## src/rtl/lcell_pkg.sv

```systemverilog
package lcell_pkg;
  localparam int unsigned LEAF_K = 4;
  localparam int unsigned JOIN_K = 3;
  localparam int unsigned SEL_W  = 2;

  typedef enum logic [SEL_W-1:0] {
    TAB_LEAF0 = 2'd0,
    TAB_LEAF1 = 2'd1,
    TAB_JOIN  = 2'd2,
    TAB_NONE  = 2'd3
  } tab_sel_e;
endpackage

```

## src/rtl/lcell_lut.sv

```systemverilog
module lcell_lut #(
  parameter int unsigned K = 4
) (
  input  logic         clk,
  input  logic         rst_n,
  input  logic         wr_en,
  input  logic [K-1:0] wr_addr,
  input  logic         wr_bit,
  input  logic [K-1:0] rd_idx,
  output logic         rd_bit
);
  localparam int unsigned DEPTH = 1 << K;

  logic [DEPTH-1:0] mem;

  always_ff @(posedge clk) begin
    if (!rst_n) begin
      mem <= '0;
    end else if (wr_en) begin
      mem[wr_addr] <= wr_bit;
    end
  end

  assign rd_bit = mem[rd_idx];

  // a written entry carries the written bit after the edge
  assert_write_lands_R5: assert property (@(posedge clk) disable iff (!rst_n)
    wr_en |=> mem[$past(wr_addr)] == $past(wr_bit));

  // contents hold while no write is enabled
  assert_hold_idle_R10: assert property (@(posedge clk) disable iff (!rst_n)
    !wr_en |=> $stable(mem));
endmodule

```

## src/rtl/lcell_cfg_decode.sv

```systemverilog
module lcell_cfg_decode
  import lcell_pkg::*;
(
  input  logic             cfg_we,
  input  logic [SEL_W-1:0] cfg_sel,
  output logic [1:0]       leaf_we,
  output logic             join_we
);
  tab_sel_e sel;

  always_comb begin
    sel     = tab_sel_e'(cfg_sel);
    leaf_we = '0;
    join_we = 1'b0;
    if (cfg_we) begin
      unique case (sel)
        TAB_LEAF0: leaf_we[0] = 1'b1;
        TAB_LEAF1: leaf_we[1] = 1'b1;
        TAB_JOIN:  join_we    = 1'b1;
        default:   ;
      endcase
    end
  end
endmodule

```

## src/rtl/lcell_top.sv

```systemverilog
module lcell_top
  import lcell_pkg::*;
(
  input  logic              clk,
  input  logic              rst_n,
  input  logic              cfg_we,
  input  logic [SEL_W-1:0]  cfg_sel,
  input  logic [LEAF_K-1:0] cfg_addr,
  input  logic              cfg_bit,
  input  logic [LEAF_K-1:0] g_in,
  input  logic [LEAF_K-1:0] f_in,
  input  logic              h_bypass,
  output logic              cell_out
);
  localparam int unsigned NLEAF = 2;

  logic [1:0]        leaf_we;
  logic              join_we;
  logic [LEAF_K-1:0] leaf_idx [NLEAF];
  logic [NLEAF-1:0]  leaf_bit;
  logic [JOIN_K-1:0] join_idx;

  assign leaf_idx[0] = g_in;
  assign leaf_idx[1] = f_in;

  lcell_cfg_decode u_dec (
    .cfg_we  (cfg_we),
    .cfg_sel (cfg_sel),
    .leaf_we (leaf_we),
    .join_we (join_we)
  );

  for (genvar i = 0; i < NLEAF; i++) begin : g_leaf
    lcell_lut #(.K(LEAF_K)) u_leaf (
      .clk     (clk),
      .rst_n   (rst_n),
      .wr_en   (leaf_we[i]),
      .wr_addr (cfg_addr),
      .wr_bit  (cfg_bit),
      .rd_idx  (leaf_idx[i]),
      .rd_bit  (leaf_bit[i])
    );
  end

  // index: bypass is MSB, first leaf middle, second leaf LSB
  assign join_idx = {h_bypass, leaf_bit[0], leaf_bit[1]};

  lcell_lut #(.K(JOIN_K)) u_join (
    .clk     (clk),
    .rst_n   (rst_n),
    .wr_en   (join_we),
    .wr_addr (cfg_addr[JOIN_K-1:0]),
    .wr_bit  (cfg_bit),
    .rd_idx  (join_idx),
    .rd_bit  (cell_out)
  );

  // at most one table is written per cycle
  assert_single_target_R6: assert property (@(posedge clk) disable iff (!rst_n)
    $onehot0({leaf_we, join_we}));

  // the reserved select reaches no table
  assert_reserved_idle_R7: assert property (@(posedge clk) disable iff (!rst_n)
    (cfg_we && cfg_sel == 2'd3) |-> ({leaf_we, join_we} == 3'b000));
endmodule

```

## config.mk

```make
export PLATFORM = sky130hd
export DESIGN_NAME = lcell_top
export DESIGN_NICKNAME = d
export VERILOG_FILES = /design/src/rtl/lcell_pkg.sv /design/src/rtl/lcell_lut.sv /design/src/rtl/lcell_cfg_decode.sv /design/src/rtl/lcell_top.sv
export SDC_FILE = /design/constraint.sdc
export NUM_CORES = 1
export LEC_CHECK = 0
export BUFFER_PORTS_ARGS = -buffer_cell sky130_fd_sc_hd__buf_2
export CORE_MARGIN = 3
export CORE_UTILIZATION = 45
export CTS_CLUSTER_SIZE = 10
export DETAILED_ROUTE_END_ITERATION = 10
export HOLD_SLACK_MARGIN = 0.12
export SLEW_MARGIN = 20
export SYNTH_ARGS = -nofsm -noshare
export SYNTH_HDL_FRONTEND = slang
export SYNTH_SLANG_ARGS = --single-unit
```

## constraint.sdc

```tcl
create_clock -name clk -period 6.1 [get_ports clk]
set_clock_uncertainty 0.05 [all_clocks]
set_input_delay 1.22 -clock clk [delete_from_list [all_inputs] [get_ports clk]]
set_output_delay 1.22 -clock clk [all_outputs]
set_load 0.005 [all_outputs]
```

==> results.md <==
* Launching instance or port of the critical path: g_in[1]
* Top-Level Pins at 20
* Die span in y at approximately 73 um
* Root Buffer: sky130_fd_sc_hd__clkbuf_8
* FF-to-FF path depth at 2
* Hold-fix buffers at CTS at 0
* Count of vias placed by the detailed router at approximately 1800
* Post-synthesis cell type count at 32
* Internal reg-to-reg setup slack at roughly 5.4 ns
* Mean routed wirelength per cell at 17.6 um
* Sort of element at the start of the critical path: input port
* Hold path startpoint: g_leaf[0].u_leaf.mem[4]
* Number of violations of the max-capacitance limit at 0
* First-pass GRT wire length at about 8800 um
* Area of the die at 5270 um^2
* Buffers inserted during post-CTS setup optimization at 0
* Share of post-route cells with drive strength above 1 at 0.148
* TritonCTS clock tree: done
* LEAKAGE at slightly below 0.8 nW
* Cell Area, Synth at ~2000 um^2
* Layout Area Growth over Synthesis at 10.5%
* Shortest period the worst path allows at slightly above 4 ns
* Register bit count reported by yosys at 40
* Clock-pin slew of the registers on the worst-case setup and hold paths at ~0.070 ns
* Setup TNS Final at 0 ns
* Post-route core utilization at 0.532
* Maximum number of pins on one net before global-route repair at 41
* Via density per instance at about 5.9
* Fraction of registers with async set or reset after synthesis at 0
* Cells resized by post-CTS repair at 0
* Number of standard cells in the layout, taps in and fillers out at 306
* Sequential cell area fraction in the yosys report at 0.401
* Fraction of synthesized cell area in xor and xnor cells at 0
* Buffers on Ports at 19
* Period Utilization, post-route at 0.677
* Area after DPL at 2110 um^2
* Post-synthesis area per instance at between 8 and 9 um^2
* Relative slew slack at 0.344
* Worst EP arrival at 2.86 ns
* Remaining antenna violation count at 0
* Max rail drop VDD at approximately 0.15 mV
* Post-DP HPWL at around 3800 um
* Total DRC errors in the routed layout at 0
* Worst-skew pair later-pin latency at 0.28 ns
* Outcome: completed
* Total setup violations reported at the end of the flow at 0
* Unrepaired setup endpoints after global routing: false
* Worst flop-to-flop path startpoint: u_join.mem[1]
* Sinks on the clock net at 40
* Fin. Hold Viols at 0
* Std-Cell Rows at 23
* Post-placement cell count at ~300
* Post-Syn Nets at 260
* Area inside the core boundary at around 4100 um^2
* Highest clock frequency the design can meet at around 240 MHz
* Setup Slack @ Placement at a little under 2 ns
* Worst-case hold path end point: g_leaf[0].u_leaf.mem[4]
* Final-layout worst hold slack at between 0.4 and 0.5 ns
* Post-synthesis cell count at about 240
* Slew of the pin with the lowest slew margin at 0.981 ns
* H-tree Lvls at 2
* Final Power at between 0.5 and 0.6 mW
* Leading register cell type out of synthesis: sky130_fd_sc_hd__dfxtp_1
* Power density cells at ~230 nW/um^2
* Layout Nets at 274
* Filler instances at just over 400
* Maximum fanout count along the critical path at 4
* Reg-to-Reg End: u_join.mem[1]
* Total wire length at 5380 um
* Routability Congestion at around 0.76
* Antenna violations before repair at 0
* Synth warn at 0
* Starting density of the core at 0.482
* Critical path class: in2out
* Die X-Extent at 72.6 um
* Number of flops mapped to enable cells by yosys at 0
* Main combinational cell family by area after synthesis: compound AO/OA/AOI/OAI gates
* Number of buffers created by CTS at 5
* Critical Path Sink Type: output pin
* Detailed Routing Iterations Pass 1 at 4
* Seq. cell area at between 800 and 900 um^2
* Total routing usage reported by global routing at 0.222
* Class of the most critical hold timing path: reg2reg
* Simple-gate area share of the yosys netlist at 0.211
* Vias in the first global route at 1718
* Complex-gate fraction of the synthesized area at 0.238
* Number of buffers on the longest clock path at 2
* Synthesized-area fraction occupied by adder cells at 0
* Post-synthesis mux area share at 0.123
* Final slew viol count at 0
* Area taken by multi-input logic gates at 1150 um^2
* Remaining global-route overflow at 0
* Antenna diodes at 0
* Number of instances on the worst hold path at 2
* First DRT Iteration DRCs at around 150
* Final non-filler cell area at 2210 um^2
* Least setup slack across all paths after layout at 1.97 ns
* Critical path required time at slightly below 5 ns
==> registers in the layout (all words and copies together), names as in the netlist <==
name	flops
u_join.mem	8
g_leaf.u_leaf.mem	32
==> synth_stat cells, types with 2 or more instances <==
library cell	count	share of area
sky130_fd_sc_hd__nand3_1	10	0.025
sky130_fd_sc_hd__a21oi_1	32	0.080
sky130_fd_sc_hd__or2_2	2	0.0063
sky130_fd_sc_hd__nand2b_1	3	0.0094
sky130_fd_sc_hd__mux4_2	3	0.034
sky130_fd_sc_hd__nand3b_1	4	0.015
sky130_fd_sc_hd__nor2_1	41	0.077
sky130_fd_sc_hd__dfxtp_1	40	0.40
sky130_fd_sc_hd__nor3b_1	4	0.015
sky130_fd_sc_hd__nor2b_1	2	0.0063
sky130_fd_sc_hd__o21ai_0	40	0.10
sky130_fd_sc_hd__mux2_2	3	0.017
sky130_fd_sc_hd__nor3_1	4	0.010
sky130_fd_sc_hd__a21boi_0	8	0.030
sky130_fd_sc_hd__mux2i_1	4	0.020
sky130_fd_sc_hd__and3b_1	2	0.0088
sky130_fd_sc_hd__o22ai_1	2	0.0063
sky130_fd_sc_hd__mux4_1	4	0.053
sky130_fd_sc_hd__nand2_1	7	0.013
sky130_fd_sc_hd__or3b_2	2	0.0088
sky130_fd_sc_hd__clkbuf_1	11	0.021
sky130_fd_sc_hd__and3_1	3	0.0094
==> area by class of cell <==
type                    instances  share of cell area
multi-input cells             187               0.520
flip-flops and latches         40               0.363
repair buffers                 19              0.0431
clock buffers                   6              0.0374
well taps                      50              0.0284
clock inverters                 2             0.00454
inverters                       2             0.00340
==> critical path, stage by stage <==
cell and delay, ns:
sky130_fd_sc_hd__buf_2 0.14, sky130_fd_sc_hd__mux4_1 0.56, sky130_fd_sc_hd__mux4_2 0.51, sky130_fd_sc_hd__clkinv_1 0.08, sky130_fd_sc_hd__o311ai_1 0.09, sky130_fd_sc_hd__o32ai_1 0.11
sky130_fd_sc_hd__buf_2 0.15
==> worst max-delay path by stage <==
| stage | endpoint | slack, ns | cells past startpoint |
|---|---|---|---|
| 3_5_place_dp | cell_out | 1.95 | 7 |
| 5_1_grt | cell_out | 1.88 | 7 |
| 4_1_cts | cell_out | 1.94 | 7 |
| 6_report | cell_out | 1.97 | 7 |
| 3_3_place_gp | cell_out | 2.01 | 7 |
| 2_1_floorplan | cell_out | 2.36 | 5 |
==> where the power goes <==
group	switching (mW)	total [mW]	internal [mW]
registers	0.00111	0.264	0.263
logic	0.0342	0.0542	0.0200
clock network	0.0929	0.183	0.0903
==> cells in the final DEF, fill, tap and decap left out, types with 3 or more instances in the layout <==
cell type                  Yosys  layout
sky130_fd_sc_hd__a21boi_0      8       8
sky130_fd_sc_hd__a21oi_1      32      32
sky130_fd_sc_hd__and3_1        3       3
sky130_fd_sc_hd__buf_2         1      19
sky130_fd_sc_hd__clkbuf_8      0       6
sky130_fd_sc_hd__dfxtp_1      40      40
sky130_fd_sc_hd__mux2_2        3       3
sky130_fd_sc_hd__mux2i_1       4       4
sky130_fd_sc_hd__mux4_1        4       4
sky130_fd_sc_hd__mux4_2        3       3
sky130_fd_sc_hd__nand2_1       7       7
sky130_fd_sc_hd__nand2b_1      3       3
sky130_fd_sc_hd__nand3_1      10      10
sky130_fd_sc_hd__nand3b_1      4       4
sky130_fd_sc_hd__nor2_1       41      41
sky130_fd_sc_hd__nor3_1        4       4
sky130_fd_sc_hd__nor3b_1       4       3
sky130_fd_sc_hd__o21ai_0      40      40
==> cells by family after synthesis <==
| logic type | count (synthesis) |
|---|---|
| buf+inv | 14 |
| mux | 14 |
| simple gates | 86 |
| compound gates | 87 |
| flops | 40 |
==> layer usage <==
metal | part of all wire | track usage | vias up
li1 | - | - | 899
met5 | 0 | 0 | -
met2 | 0.43 | 0.320 | 51
met3 | 0.055 | 0.0413 | 10
met1 | 0.50 | 0.331 | 835
met4 | 0.017 | 0.0799 | 0
Note: power is estimated with default switching activity, not from simulation.
